### config.mk
export PLATFORM = sky130hd
export DESIGN_NAME = branch_skip_unit
export DESIGN_NICKNAME = d
export VERILOG_FILES = /design/src/rtl/bsu_pkg.sv /design/src/rtl/bsu_flag_test.sv /design/src/rtl/bsu_skip_test.sv /design/src/rtl/bsu_rel_target.sv /design/src/rtl/branch_skip_unit.sv
export SDC_FILE = /design/constraint.sdc
export NUM_CORES = 1
export LEC_CHECK = 0
export ABC_AREA = 1
export ABC_CLOCK_PERIOD_IN_PS = 1060
export BUFFER_PORTS_ARGS = -buffer_cell sky130_fd_sc_hd__buf_2
export CAP_MARGIN = 25
export CELL_PAD_IN_SITES_DETAIL_PLACEMENT = 1
export CELL_PAD_IN_SITES_GLOBAL_PLACEMENT = 2
export CORE_MARGIN = 4
export CORE_UTILIZATION = 24
export CTS_CLUSTER_SIZE = 28
export DETAILED_ROUTE_END_ITERATION = 8
export GPL_TIMING_DRIVEN = 0
export PLACE_DENSITY_LB_ADDON = 0.1
export SLEW_MARGIN = 10
export SYNTH_ARGS = -nofsm -noshare
export SYNTH_HDL_FRONTEND = slang
export SYNTH_SLANG_ARGS = --single-unit
### constraint.sdc
create_clock -name clk -period 1.06 [get_ports clk]
set_clock_uncertainty 0.2 [all_clocks]
set_input_delay 0.106 -clock clk [delete_from_list [all_inputs] [get_ports clk]]
set_output_delay 0.106 -clock clk [all_outputs]
set_load 0.01 [all_outputs]
### src/rtl/bsu_pkg.sv
package bsu_pkg;

   localparam int SR_W      = 8;
   localparam int SR_SEL_W  = 3;
   localparam int CYC_W     = 2;

   // status bit positions the decision depends on
   localparam int FLG_N     = 2;
   localparam int FLG_V     = 3;
   localparam int FLG_S     = 4;

   // operation codes
   localparam logic [2:0] OP_SEQ   = 3'd0;
   localparam logic [2:0] OP_JREL  = 3'd1;
   localparam logic [2:0] OP_JIND  = 3'd2;
   localparam logic [2:0] OP_BRC   = 3'd3;
   localparam logic [2:0] OP_SKEQ  = 3'd4;
   localparam logic [2:0] OP_SKBIT = 3'd5;

   localparam logic [CYC_W-1:0] CYC_1 = 2'd1;
   localparam logic [CYC_W-1:0] CYC_2 = 2'd2;
   localparam logic [CYC_W-1:0] CYC_3 = 2'd3;

   typedef struct packed {
      logic             taken;
      logic [CYC_W-1:0] cyc;
   } decision_t;

endpackage

### src/rtl/bsu_flag_test.sv
module bsu_flag_test
   import bsu_pkg::*;
#(
   parameter bit DERIVE_SIGN = 1'b0
)(
   input  logic [SR_W-1:0]     sreg,
   input  logic [SR_SEL_W-1:0] cond_sel,
   input  logic                want_set,
   output logic                hit
);

   logic stored_bit;
   logic tested_bit;

   assign stored_bit = sreg[cond_sel];

   generate
      if (DERIVE_SIGN) begin : g_derived_sign
         logic sign_now;
         assign sign_now   = sreg[FLG_N] ^ sreg[FLG_V];
         assign tested_bit = (cond_sel == SR_SEL_W'(FLG_S)) ? sign_now : stored_bit;
      end else begin : g_stored_sign
         assign tested_bit = stored_bit;
      end
   endgenerate

   assign hit = (tested_bit == want_set);

endmodule

### src/rtl/bsu_skip_test.sv
module bsu_skip_test #(
   parameter int DATA_W = 8,
   localparam int SEL_W = $clog2(DATA_W)
)(
   input  logic              bit_mode,
   input  logic [DATA_W-1:0] cmp_a,
   input  logic [DATA_W-1:0] cmp_b,
   input  logic [DATA_W-1:0] test_byte,
   input  logic [SEL_W-1:0]  bit_sel,
   input  logic              want_set,
   output logic              hit
);

   logic eq_hit;
   logic bit_hit;

   assign eq_hit  = (cmp_a == cmp_b);
   assign bit_hit = (test_byte[bit_sel] == want_set);
   assign hit     = bit_mode ? bit_hit : eq_hit;

endmodule

### src/rtl/bsu_rel_target.sv
module bsu_rel_target #(
   parameter int PC_W  = 16,
   parameter int OFF_W = 12
)(
   input  logic [PC_W-1:0]  pc,
   input  logic [OFF_W-1:0] off,
   output logic [PC_W-1:0]  target
);

   logic [PC_W-1:0] off_ext;

   generate
      if (OFF_W >= PC_W) begin : g_trunc
         assign off_ext = off[PC_W-1:0];
      end else begin : g_sext
         assign off_ext = {{(PC_W-OFF_W){off[OFF_W-1]}}, off};
      end
   endgenerate

   assign target = pc + off_ext + PC_W'(1);

endmodule

### src/rtl/branch_skip_unit.sv
module branch_skip_unit
   import bsu_pkg::*;
#(
   parameter int PC_W        = 16,
   parameter int JMP_OFF_W   = 12,
   parameter int BR_OFF_W    = 7,
   parameter int Z_W         = 16,
   parameter int DATA_W      = 8,
   parameter bit DERIVE_SIGN = 1'b0,
   localparam int BSEL_W     = $clog2(DATA_W)
)(
   input  logic                 clk,
   input  logic                 rst_n,
   input  logic                 op_valid,
   input  logic [2:0]           op,
   input  logic [PC_W-1:0]      pc,
   input  logic [SR_W-1:0]      sreg,
   input  logic [SR_SEL_W-1:0]  cond_sel,
   input  logic                 want_set,
   input  logic [JMP_OFF_W-1:0] rel_off,
   input  logic [Z_W-1:0]       z_ptr,
   input  logic [DATA_W-1:0]    test_byte,
   input  logic [BSEL_W-1:0]    bit_sel,
   input  logic [DATA_W-1:0]    cmp_a,
   input  logic [DATA_W-1:0]    cmp_b,
   input  logic                 next_two_word,
   output logic                 res_valid,
   output logic [PC_W-1:0]      next_pc,
   output logic                 taken,
   output logic [CYC_W-1:0]     cycles
);

   // elaboration-time parameter checks
   generate
      if (PC_W < 4 || PC_W > 24) begin : g_bad_pc_w
         $error("branch_skip_unit: PC_W out of range");
      end
      if (BR_OFF_W < 2 || BR_OFF_W >= JMP_OFF_W) begin : g_bad_off_w
         $error("branch_skip_unit: BR_OFF_W must be at least 2 and below JMP_OFF_W");
      end
      if (DATA_W < 2 || (1 << BSEL_W) != DATA_W) begin : g_bad_data_w
         $error("branch_skip_unit: DATA_W must be a power of two");
      end
   endgenerate

   logic [PC_W-1:0] pc_seq;
   logic [PC_W-1:0] pc_skip1;
   logic [PC_W-1:0] pc_skip2;
   logic [PC_W-1:0] pc_jrel;
   logic [PC_W-1:0] pc_brc;
   logic [PC_W-1:0] pc_zptr;
   logic            brc_hit;
   logic            skip_hit;

   assign pc_seq   = pc + PC_W'(1);
   assign pc_skip1 = pc + PC_W'(2);
   assign pc_skip2 = pc + PC_W'(3);

   generate
      if (Z_W >= PC_W) begin : g_z_trunc
         assign pc_zptr = z_ptr[PC_W-1:0];
      end else begin : g_z_zext
         assign pc_zptr = {{(PC_W-Z_W){1'b0}}, z_ptr};
      end
   endgenerate

   bsu_rel_target #(.PC_W(PC_W), .OFF_W(JMP_OFF_W)) u_jmp_target (
      .pc     (pc),
      .off    (rel_off),
      .target (pc_jrel)
   );

   bsu_rel_target #(.PC_W(PC_W), .OFF_W(BR_OFF_W)) u_brc_target (
      .pc     (pc),
      .off    (rel_off[BR_OFF_W-1:0]),
      .target (pc_brc)
   );

   bsu_flag_test #(.DERIVE_SIGN(DERIVE_SIGN)) u_flag_test (
      .sreg     (sreg),
      .cond_sel (cond_sel),
      .want_set (want_set),
      .hit      (brc_hit)
   );

   bsu_skip_test #(.DATA_W(DATA_W)) u_skip_test (
      .bit_mode  (op == OP_SKBIT),
      .cmp_a     (cmp_a),
      .cmp_b     (cmp_b),
      .test_byte (test_byte),
      .bit_sel   (bit_sel),
      .want_set  (want_set),
      .hit       (skip_hit)
   );

   decision_t       dec;
   logic [PC_W-1:0] pc_d;

   always_comb begin
      dec.taken = 1'b0;
      dec.cyc   = CYC_1;
      pc_d      = pc_seq;
      case (op)
         OP_JREL: begin
            dec.taken = 1'b1;
            dec.cyc   = CYC_2;
            pc_d      = pc_jrel;
         end
         OP_JIND: begin
            dec.taken = 1'b1;
            dec.cyc   = CYC_2;
            pc_d      = pc_zptr;
         end
         OP_BRC: begin
            if (brc_hit) begin
               dec.taken = 1'b1;
               dec.cyc   = CYC_2;
               pc_d      = pc_brc;
            end
         end
         OP_SKEQ, OP_SKBIT: begin
            if (skip_hit) begin
               dec.taken = 1'b1;
               dec.cyc   = next_two_word ? CYC_3 : CYC_2;
               pc_d      = next_two_word ? pc_skip2 : pc_skip1;
            end
         end
         default: begin
            dec.taken = 1'b0;
            dec.cyc   = CYC_1;
            pc_d      = pc_seq;
         end
      endcase
   end

   always_ff @(posedge clk or negedge rst_n) begin
      if (!rst_n) begin
         res_valid <= 1'b0;
         next_pc   <= '0;
         taken     <= 1'b0;
         cycles    <= '0;
      end else begin
         res_valid <= op_valid;
         if (op_valid) begin
            next_pc <= pc_d;
            taken   <= dec.taken;
            cycles  <= dec.cyc;
         end
      end
   end

endmodule

==> results of run 1 <==
-- layout make-up --
cell class	count	area, sq um	area share (%)
inverter	105	488	6.87
tap	216	270	3.80
sequential	19	475	6.69
buffer	6	42.5	0.599
multi-input combinational	569	4390	61.8
timing repair buffer	168	1360	19.1
clock buffer	4	78.8	1.11
-- metrics by stage --
stage	utilization [%]	total power, W	cell area [sq um]	TNS, ns
CTS	40.3	0.00482	6500	-9.81
finish	44.1	0.00523	7100	-9.89
floorplan	-	0.00244	4450	-7.55
global route	44.1	0.00562	7100	-12.33
global placement	32.7	0.00330	5270	-19.07
detailed placement	32.7	0.00335	5270	-19.29
-- sequential cells by signal (all words and copies together) (netlist names) --
name and count:
next_pc 16, res_valid 1, taken 1, cycles 1
-- routing by layer --
metal  up-vias  track usage, %
li1       2569               -
met1      2408            25.2
met2        76            38.3
met3        15           0.956
met4         0            3.82
met5         -               0
-- timing repair --
item	in CTS	in global routing
gates cloned	1	1
hold buffers	2	0
hold endpoints to repair	20	0
pin swaps	76	79
gates resized for setup	187	120
endpoints found under the setup margin	38	38
buffers inserted	47	9
-- kinds of logic after synthesis --
logic type      count (synthesis)  synth area share, %
buf+inv                       111                 10.7
xor+xnor                       40                 8.77
simple gates                  435                 49.9
flops                          19                 11.9
fa+ha+maj                      29                 9.28
compound gates                 64                 9.46
-- worst reg2reg max path: cells and delay by family (launching register included) --
family,cells,cell delay (ns)
and+or+nand+nor,1,0.07
DFF,1,0.39
buffers and inverters,1,0.14
AOI/OAI and AO/OA,1,0.16
-- power by group --
| part | switching [W] | internal [W] | total (W) |
|---|---|---|---|
| clock | 0.000267 | 0.000512 | 0.000779 |
| combinational | 0.00194 | 0.00161 | 0.00356 |
| sequential | 0.0000604 | 0.000831 | 0.000892 |
-- worst min-delay path by stage --
stage	depth (start not counted)	start	endpoint
finish	5	z_ptr[5]	next_pc[5]
global route	5	z_ptr[5]	next_pc[5]
CTS	5	z_ptr[14]	next_pc[14]
detailed placement	1	rst_n	next_pc[11]
global placement	1	rst_n	next_pc[1]
floorplan	0	rst_n	cycles[0]
-- cells in the mapped netlist, drive strengths merged (2+ instances only) --
| master | instances | area (sq um) |
|---|---|---|
| buf | 3 | 17.5 |
| xor2 | 24 | 210 |
| nand3b | 6 | 48.8 |
| nand3 | 84 | 453 |
| inv | 104 | 393 |
| xnor2 | 16 | 140 |
| nor2 | 69 | 287 |
| ha | 28 | 350 |
| nor2b | 3 | 26.3 |
| nor3 | 8 | 56.3 |
| nand4 | 11 | 90.1 |
| o21ai | 20 | 100 |
| or2 | 6 | 37.5 |
| dfrtp | 19 | 475 |
| nand2 | 245 | 976 |
| clkbuf | 3 | 11.3 |
| a22oi | 6 | 70.1 |
| and2 | 2 | 12.5 |
| a21oi | 32 | 160 |
| o21a | 2 | 15.0 |
-- cells in the final DEF, fill, tap and decap left out, drive strengths merged, types with 7 or more instances in the layout --
cell    count
dfrtp      19
xor2       24
a21oi      32
buf       169
inv       102
xnor2      16
ha         28
nor2       69
nand4      11
clkbuf      7
nand2     246
nor3        8
nand3      84
o21ai      20
==> results.yml, run 1 <==
placed_design:
  place_inst: 1023
  dp_hpwl_mm: 15.1
  numPortBuffers: 109
  routabilityCongestion: 0.874
  dp_slack_ns: -1.28
job:
  cap_viol_max_count: 0
logic_synthesis:
  yosysWarnings: 0
  ys_ff_latch: 19
  yosysSeqAreaShare_pct: 11.9
  syn_nets: 817
  synth_edf_count: 0
  synth_cells: 698
  syn_area_per_cell_sq_um: 5.72
  ys.flop_type: "dfrtp_1"
  yosys.cell_types.count: 47
  syn_area_sq_um: 3990
  async_flop_share_pct: 100
pwr:
  power_leakage_nw: 3.49
  powerDensity_nw_per_um2: 736
  max-vdd-ir-drop_v: 0.000672
die:
  dieWidth_microns: 137
  rows: 46
  io_pins: 110
  die_area_sq_um: 18800
  floorplan.initialDensity_pct: 24.8
  core-area_sq_um: 16100
  die_h_microns: 137
min_path:
  min_path_type: "primary input to register"
sta:
  slew_violations: 0
  fmax_ghz: 0.564
  tightest_slew_ns: 0.557
  hold_violations: 1
  slew_headroom_pct: 62.8
  rsz0062_at_grt: "true"
  period_minus_slack_ns: 1.77
  setup_viol: 35
  holdWs_ns: -0.00387
  fin_crit_sh_pct: 167
  setup_slack_ns: -0.712
worst_setup_path:
  cp.arrival_ns: 1.76
  cp_slowest_cell: "fa_2"
  reg2reg_from: "next_pc[10]"
  r2r-end: "next_pc[10]"
  setup.worst_path.start: "pc[0]"
  r2r_cells: 3
  max_stage_delay_ns: 0.35
  startpoint_type: "primary input"
  path_cells: "buf_12, inv_12, ha_4, inv_2, fa_2, nand3_2, nand2_4, nand3_4, nand2_8, a21oi_4, or2_0, nand3_2, nand3_2, nand2_2, nand2_1"
  path_buf_inv: 3
  regToRegSetupSlack_ns: -0.01
  end_kind: "register"
  crit_family: "simple AND/OR/NAND/NOR gates"
  crit_top_cell: "nand3_2"
  path_max_fanout: 6
  cp.required_ns: 1.05
  cp.depth: 15
  crit_type: "primary input to register"
  endpoint: "next_pc[10]"
global_route:
  grt_pass1_vias: 5496
  grt_start_max_net_pins: 20
  grt_usage_pct: 20.2
  grt_pass1_wl_mm: 29.6
  grt-ovfl-total: 0
  antenna_found_initial: 0
clock_tree:
  cts_buffers: 3
  cts_sinks: 19
  cts_tree: "built"
  htreeDepth: 1
  clk_latency_ns: 0.25
  cts_root_buffer: "clkbuf_16"
  clk_path_buf_depth: 2
  path_clk_slew_ns: 0.05
detailed_routing:
  wl_met1_mm: 8.11
  drtAntennaViolNets: 0
  wl_met3_microns: 422
  highest_layer: "met4"
  wl_per_cell_microns: 17.6
  wl_mm: 19.1
  vias: 5068
  drtIter0Drc: 148
  drc: 0
  vias_per_cell: 4.66
  met2_length_mm: 10.3
  drt-pass1-iter-count: 4
final_layout:
  nets: 991
  area_delta_synth_final_pct: 77.9
  drive_gt1_share_pct: 49.3
  diodes: 0
  stdcell_count: 1087
  fillers: 2019
status:
  violations: "negative hold slack, negative setup slack"
  status: "complete, but fails checks"
No activity file was read; power rests on OpenSTA's default activity.
==> run 2, diff against run 1 <==
==> constraint.sdc (replaced) <==
create_clock -name clk -period 1.06 [get_ports clk]
set_clock_uncertainty 0.2 [all_clocks]
set_input_delay 0.159 -clock clk [delete_from_list [all_inputs] [get_ports clk]]
set_output_delay 0.159 -clock clk [all_outputs]
set_load 0.01 [all_outputs]
==> run 2 against run 1 <==
  * The flow finishes with violations (negative setup slack)
  * Clock power is essentially flat
  * Power is 0.23% higher
  * Sequential share of layout area about the same
  * Sequential cell count stayed put
  * Hold slack better by 0.057 ns
  * Register-to-register slack lost 0.03 ns
  * Final area rose by 0.11%
  * Utilization is essentially flat
  * Sequential power about the same
  * First-iteration DRC count is 9.5% higher
  * Combinational power hardly changed
  * Global-route usage hardly changed
==> results.yml, run 2 (synthesized netlist as in run 1, its figures left out) <==
sta:
  fin_crit_sh_pct: 172
  setup_viol: 38
  rsz0062_at_grt: "true"
  period_minus_slack_ns: 1.83
  slew_headroom_pct: 62.8
  tightest_slew_ns: 0.557
  holdWs_ns: 0.0534
  setup_slack_ns: -0.765
  hold_violations: 0
  slew_violations: 0
  fmax_ghz: 0.548
min_path:
  min_path_type: "primary input to register"
status:
  violations: "negative setup slack"
  status: "complete, but fails checks"
final_layout:
  multi_input_area_sq_um: 4390
  final_common_cell: "nand2_1"
  largest_reg_flops: 16
  largest-register: "next_pc"
  stdcell_count: 1088
  layout_common_cells: "nand2_1 (167), buf_2 (71), inv_1 (65)"
  final_core_util_pct: 44.1
  design_area_sq_um: 7110
  fillers: 2020
  seqCellArea_sq_um: 475
  drive_gt1_share_pct: 49.3
  diodes: 0
  area_delta_synth_final_pct: 78.1
  nets: 992
placed_design:
  placed_area_sq_um: 5270
  dp_slack_ns: -1.33
  routabilityCongestion: 0.874
  place_inst: 1023
  numPortBuffers: 109
  dp_hpwl_mm: 15.1
detailed_routing:
  wl_mm: 19.2
  drtAntennaViolNets: 0
  vias_per_cell: 4.66
  wl_per_cell_microns: 17.6
  drt-pass1-iter-count: 4
  drc: 0
  vias: 5070
  drtIter0Drc: 162
die:
  core-area_sq_um: 16100
  floorplan.initialDensity_pct: 24.8
  io_pins: 110
  dieWidth_microns: 137
  die_h_microns: 137
  die_area_sq_um: 18800
  rows: 46
job:
  cap_viol_max_count: 0
pwr:
  max-vdd-ir-drop_v: 0.000672
  powerDensity_nw_per_um2: 737
  power_leakage_nw: 3.49
clock_tree:
  cts_tree: "built"
  clk_latency_ns: 0.25
  cts_root_buffer: "clkbuf_16"
  cts_buffers: 3
  htreeDepth: 1
  cts_sinks: 19
  clk_path_buf_depth: 2
  path_clk_slew_ns: 0.05
worst_setup_path:
  crit_type: "primary input to register"
  cp.arrival_ns: 1.82
  end_kind: "register"
  cp.required_ns: 1.05
  path_max_fanout: 6
  startpoint_type: "primary input"
global_route:
  grt_pass1_wl_mm: 29.6
  grt-ovfl-total: 0
  grt_pass1_vias: 5499
  grt_usage_pct: 20.2
  grt_util_met3_pct: 0.956
  met2_usage_pct: 38.3
  antenna_found_initial: 0
  top_usage_layer: "met2"
  grt_start_max_net_pins: 20
  use_met1_pct: 25.2
run 2: cell types whose count changed in the layout (fill, tap and decap cells not counted), sizes merged:
cell  previous run  this run
buf            169       170
run 2: metrics by stage:
stage          setup TNS (ns)  total power, W
2_1_floorplan           -8.50         0.00244
4_1_cts                -11.81         0.00483
6_report               -11.95         0.00524
3_3_place_gp           -20.02         0.00330
5_1_grt                -14.35         0.00563
3_5_place_dp           -20.24         0.00335
run 2: final cells by class:
type / count / area share [%]
multi-input cells: 569 / 61.8
flip-flops and latches: 19 / 6.69
clock buffers: 4 / 1.11
repair buffers: 169 / 19.2
inverters: 105 / 6.86
plain buffers: 6 / 0.598
well taps: 216 / 3.80
run 2: routing by layer:
metal  part of all wire (%)  vias to the layer above  routed length (microns)
met2                     54                       74                    10300
met1                     43                     2408                     8200
met5                      0                        -                        0
met3                    1.9                       15                      365
li1                       -                     2573                        -
met4                    1.3                        0                      257
run 2: path summary, 6_finish.rpt:
| path | start | end | slack, ns | depth (start not counted) |
|---|---|---|---|---|
| max | pc[0] | next_pc[10] | -0.77 | 15 |
| min | z_ptr[14] | next_pc[14] | 0.05 | 5 |
| max reg2reg | next_pc[12] | next_pc[12] | -0.04 | 5 |
| min reg2reg | next_pc[11] | next_pc[11] | 0.30 | 2 |
| max in group asynchronous | rst_n | res_valid | 0.16 | 2 |
| min in group asynchronous | rst_n | next_pc[11] | 0.19 | 2 |
run 2: timing repair:
action | CTS | global route
setup buffers | 48 | 9
setup endpoints to repair | 38 | 38
gates resized for setup | 187 | 120
pin swaps | 76 | 79
cloned | 1 | 1
hold buffers | 2 | 0
hold endpoints to repair | 20 | 0
run 2: worst max-delay path, cell delays in order:
cell,delay [ns]
buf_12,0.11
inv_12,0.05
ha_4,0.12
inv_2,0.03
fa_2,0.35
nand3_2,0.09
nand2_4,0.10
nand3_4,0.11
nand2_8,0.09
a21oi_4,0.15
or2_0,0.14
nand3_2,0.11
nand3_2,0.10
nand2_2,0.04
nand2_1,0.05
run 2: where the power goes:
part | switching, W | total, W | internal, W
sequential | 0.0000603 | 0.000891 | 0.000831
combinational | 0.00195 | 0.00357 | 0.00162
clock | 0.000268 | 0.000780 | 0.000512
==> run 3, diff against run 2 <==
--- a/config.mk
+++ b/config.mk
@@ -5,14 +5,14 @@
 export SDC_FILE = /design/constraint.sdc
 export NUM_CORES = 1
 export LEC_CHECK = 0
-export ABC_AREA = 1
 export ABC_CLOCK_PERIOD_IN_PS = 1060
 export BUFFER_PORTS_ARGS = -buffer_cell sky130_fd_sc_hd__buf_2
 export CAP_MARGIN = 25
 export CELL_PAD_IN_SITES_DETAIL_PLACEMENT = 1
 export CELL_PAD_IN_SITES_GLOBAL_PLACEMENT = 2
 export CORE_MARGIN = 4
-export CORE_UTILIZATION = 24
+export CORE_UTILIZATION = 26
+export CTS_BUF_LIST = sky130_fd_sc_hd__clkbuf_16
 export CTS_CLUSTER_SIZE = 28
 export DETAILED_ROUTE_END_ITERATION = 8
 export GPL_TIMING_DRIVEN = 0
==> run 3 against run 2 <==
  * Clock power rose by 6.0%
  * Register-to-register slack got worse by 0.20 ns
  * Critical endpoint is now next_pc[14]
  * Die area down 21%
  * Largest cell class unchanged
  * Combinational power down 30%
  * Final cell count fell by 31%
  * Non-clock buffer count fell by 14
  * Synthesized cell count decreased by 39%
  * First-iteration DRC count is 17% higher
  * Power is 19% lower
  * Critical path depth fell by 2
  * Hold slack got worse by 0.090 ns
  * The flow finishes with violations (negative hold slack, negative setup slack)
  * Count of clock-buffer cells in the layout down 1
==> results.yml, run 3 <==
status:
  status: "complete, but fails checks"
  violations: "negative hold slack, negative setup slack"
clock_tree:
  hold_buffers: 2
  cts_buffers: 3
  htreeDepth: 1
  clk_path_buf_depth: 2
  cts_root_buffer: "clkbuf_16"
  clk_latency_ns: 0.26
  cts_tree: "built"
  cts_sinks: 19
  path_clk_slew_ns: 0.06
sta:
  setup_slack_ns: -1.38
  slew_headroom_pct: 30.3
  period_minus_slack_ns: 2.44
  fin_crit_sh_pct: 230
  holdWs_ns: -0.0369
  setup_viol: 38
  fmax_ghz: 0.410
  tightest_slew_ns: 1.04
  rsz0062_at_grt: "true"
  setup_tns_ns: -22.34
  slew_violations: 0
  hold_violations: 1
worst_setup_path:
  cp.arrival_ns: 2.38
  reg2reg_from: "next_pc[13]"
  crit_type: "primary input to register"
  path_max_fanout: 2
  regToRegSetupSlack_ns: -0.24
  setup.worst_path.start: "pc[0]"
  startpoint_type: "primary input"
  r2r_cells: 4
  cp.required_ns: 1.00
  end_kind: "register"
detailed_routing:
  drtAntennaViolNets: 0
  wl_mm: 14.2
  vias: 3859
  drt-pass1-iter-count: 4
  wl_per_cell_microns: 19.0
  drc: 0
  drtIter0Drc: 189
  vias_per_cell: 5.16
die:
  die_h_microns: 121
  dieWidth_microns: 121
  floorplan.initialDensity_pct: 26.5
  rows: 41
  core-area_sq_um: 12600
  die_area_sq_um: 14800
  io_pins: 110
pwr:
  switching_share_pct: 40.0
  comb_power_share_pct: 58.9
  internal-power_w: 0.00254
  power_leakage_nw: 2.09
  power.switching_w: 0.00169
  clkPwrFrac_pct: 19.5
  powerDensity_nw_per_um2: 849
  p_seq_share_pct: 21.5
  max-vdd-ir-drop_v: 0.000497
logic_synthesis:
  yosys.cell_types.count: 63
  syn_nets: 548
  async_flop_share_pct: 100
  ys.flop_type: "dfrtp_1"
  synth_top_area_share_pct: 14.2
  yosysSeqAreaShare_pct: 14.2
  synth_edf_count: 0
  synth_common_cells: "nand2_1 (39), a21oi_1 (36), nor2_1 (35)"
  yosysTopAreaCell: "dfrtp_1"
  ys_ff_latch: 19
  yosysWarnings: 0
  synthTopCellsByArea: "dfrtp_1 (14%), ha_1 (10%), xnor2_1 (7.6%), xor2_1 (6.5%), a21oi_1 (5.4%)"
  synth_cells: 429
  syn_area_sq_um: 3350
  syn_area_per_cell_sq_um: 7.80
  yosysMostFrequentCell: "nand2_1"
placed_design:
  numPortBuffers: 107
  routabilityCongestion: 0.826
  dp_hpwl_mm: 11.2
  dp_slack_ns: -1.85
  placed_area_sq_um: 4230
global_route:
  grt-ovfl-total: 0
  grt_pass1_vias: 4204
  top_usage_layer: "met2"
  use_met1_pct: 25.2
  grt_start_max_net_pins: 20
  grt_util_met3_pct: 1.17
  met2_usage_pct: 35.1
  grt_pass1_wl_mm: 22.3
  antenna_found_initial: 0
  grt_usage_pct: 19.2
final_layout:
  nets: 696
  final_common_cell: "buf_2"
  area_delta_synth_final_pct: 48.9
  diodes: 0
  largest_reg_flops: 16
  design_area_sq_um: 4980
  final_core_util_pct: 39.5
  fillers: 1552
  drive_gt1_share_pct: 39.1
  largest-register: "next_pc"
  layout_common_cells: "buf_2 (97), nand2_1 (38), nor2_1 (35)"
job:
  cap_viol_max_count: 0
min_path:
  min_path_type: "primary input to register"
  hold_path_depth: 3
  min_from: "z_ptr[6]"
[run 3: cell types whose count changed after synthesis, moves of 7 or more]
cell and change:
nand3_1 -63, o211ai_1 +10, nand2_2 -13, nor2_1 -29, inv_1 -80, o21a_1 +7, xnor2_1 +13, nand2_1 -191
inv_2 -10
[run 3: through the flow]
stage | power, W | hold slack, ns | std cells
floorplan | 0.00220 | -0.337 | 429
global placement | 0.00294 | -0.0342 | 708
detailed placement | 0.00298 | -0.0247 | 708
CTS | 0.00418 | -0.0372 | 745
global route | 0.00454 | -0.000475 | 748
finish | 0.00423 | -0.0369 | 748
[run 3: what timing repair did]
item / 4_1_cts / 5_1_grt
setup buffers: 30 / 5
pin swaps: 30 / 12
setup endpoints to repair: 38 / 57
gates resized for setup: 62 / 20
cloned: 1 / 0
endpoints found under the hold margin: 21 / 1
[run 3: path summary, 6_finish.rpt]
| path | to |
|---|---|
| setup / recovery | next_pc[14] |
| hold / removal | next_pc[6] |
| setup reg to reg | next_pc[13] |
| hold reg to reg | next_pc[4] |
| max in group asynchronous | next_pc[9] |
| min in group asynchronous | taken |
[run 3: power groups by stage]
stage / registers, W / clock network [W] / logic [W]
finish: 0.000910 / 0.000827 / 0.00249
CTS: 0.000905 / 0.000849 / 0.00243
floorplan: 0.000956 / 0 / 0.00124
global placement: 0.000918 / 0 / 0.00202
global route: 0.000920 / 0.000873 / 0.00274
detailed placement: 0.000924 / 0 / 0.00205
[run 3: final cells by class]
cell class / instances / area, sq um / share of cell area [%]
sequential: 19 / 475 / 9.54
clock inverter: 1 / 5.00 / 0.100
inverter: 13 / 73.8 / 1.48
timing repair buffer: 144 / 927 / 18.6
buffer: 17 / 109 / 2.18
clock buffer: 3 / 75.1 / 1.51
multi-input combinational: 379 / 3100 / 62.3
tap: 172 / 215 / 4.32
[run 3: logic make-up (layout without fill, tap and decap cells)]
family / after synthesis / after routing / synth area share, %
AOI/OAI and AO/OA: 136 / 136 / 28.4
xor gates and xnor gates: 54 / 54 / 14.1
adders and majority gates: 29 / 29 / 11.1
buffers and inverters: 31 / 178 / 4.22
DFF: 19 / 19 / 14.2
muxes: 14 / 14 / 6.50
and+or+nand+nor: 146 / 146 / 21.5
[run 3: worst max-delay path: stages]
cell,delay (ns)
buf_12,0.11
inv_12,0.04
ha_4,0.11
inv_2,0.03
fa_2,0.36
a211oi_4,0.28
buf_4,0.16
o211ai_1,0.13
a21o_1,0.22
nand4_1,0.12
mux2i_1,0.24
o22ai_2,0.12
o32a_1,0.29
[run 3: routing by layer]
metal / vias up / wire (microns)
met3: 11 / 503
met4: 0 / 138
li1: 1905 / -
met1: 1852 / 6480
met5: - / 0
met2: 91 / 7060
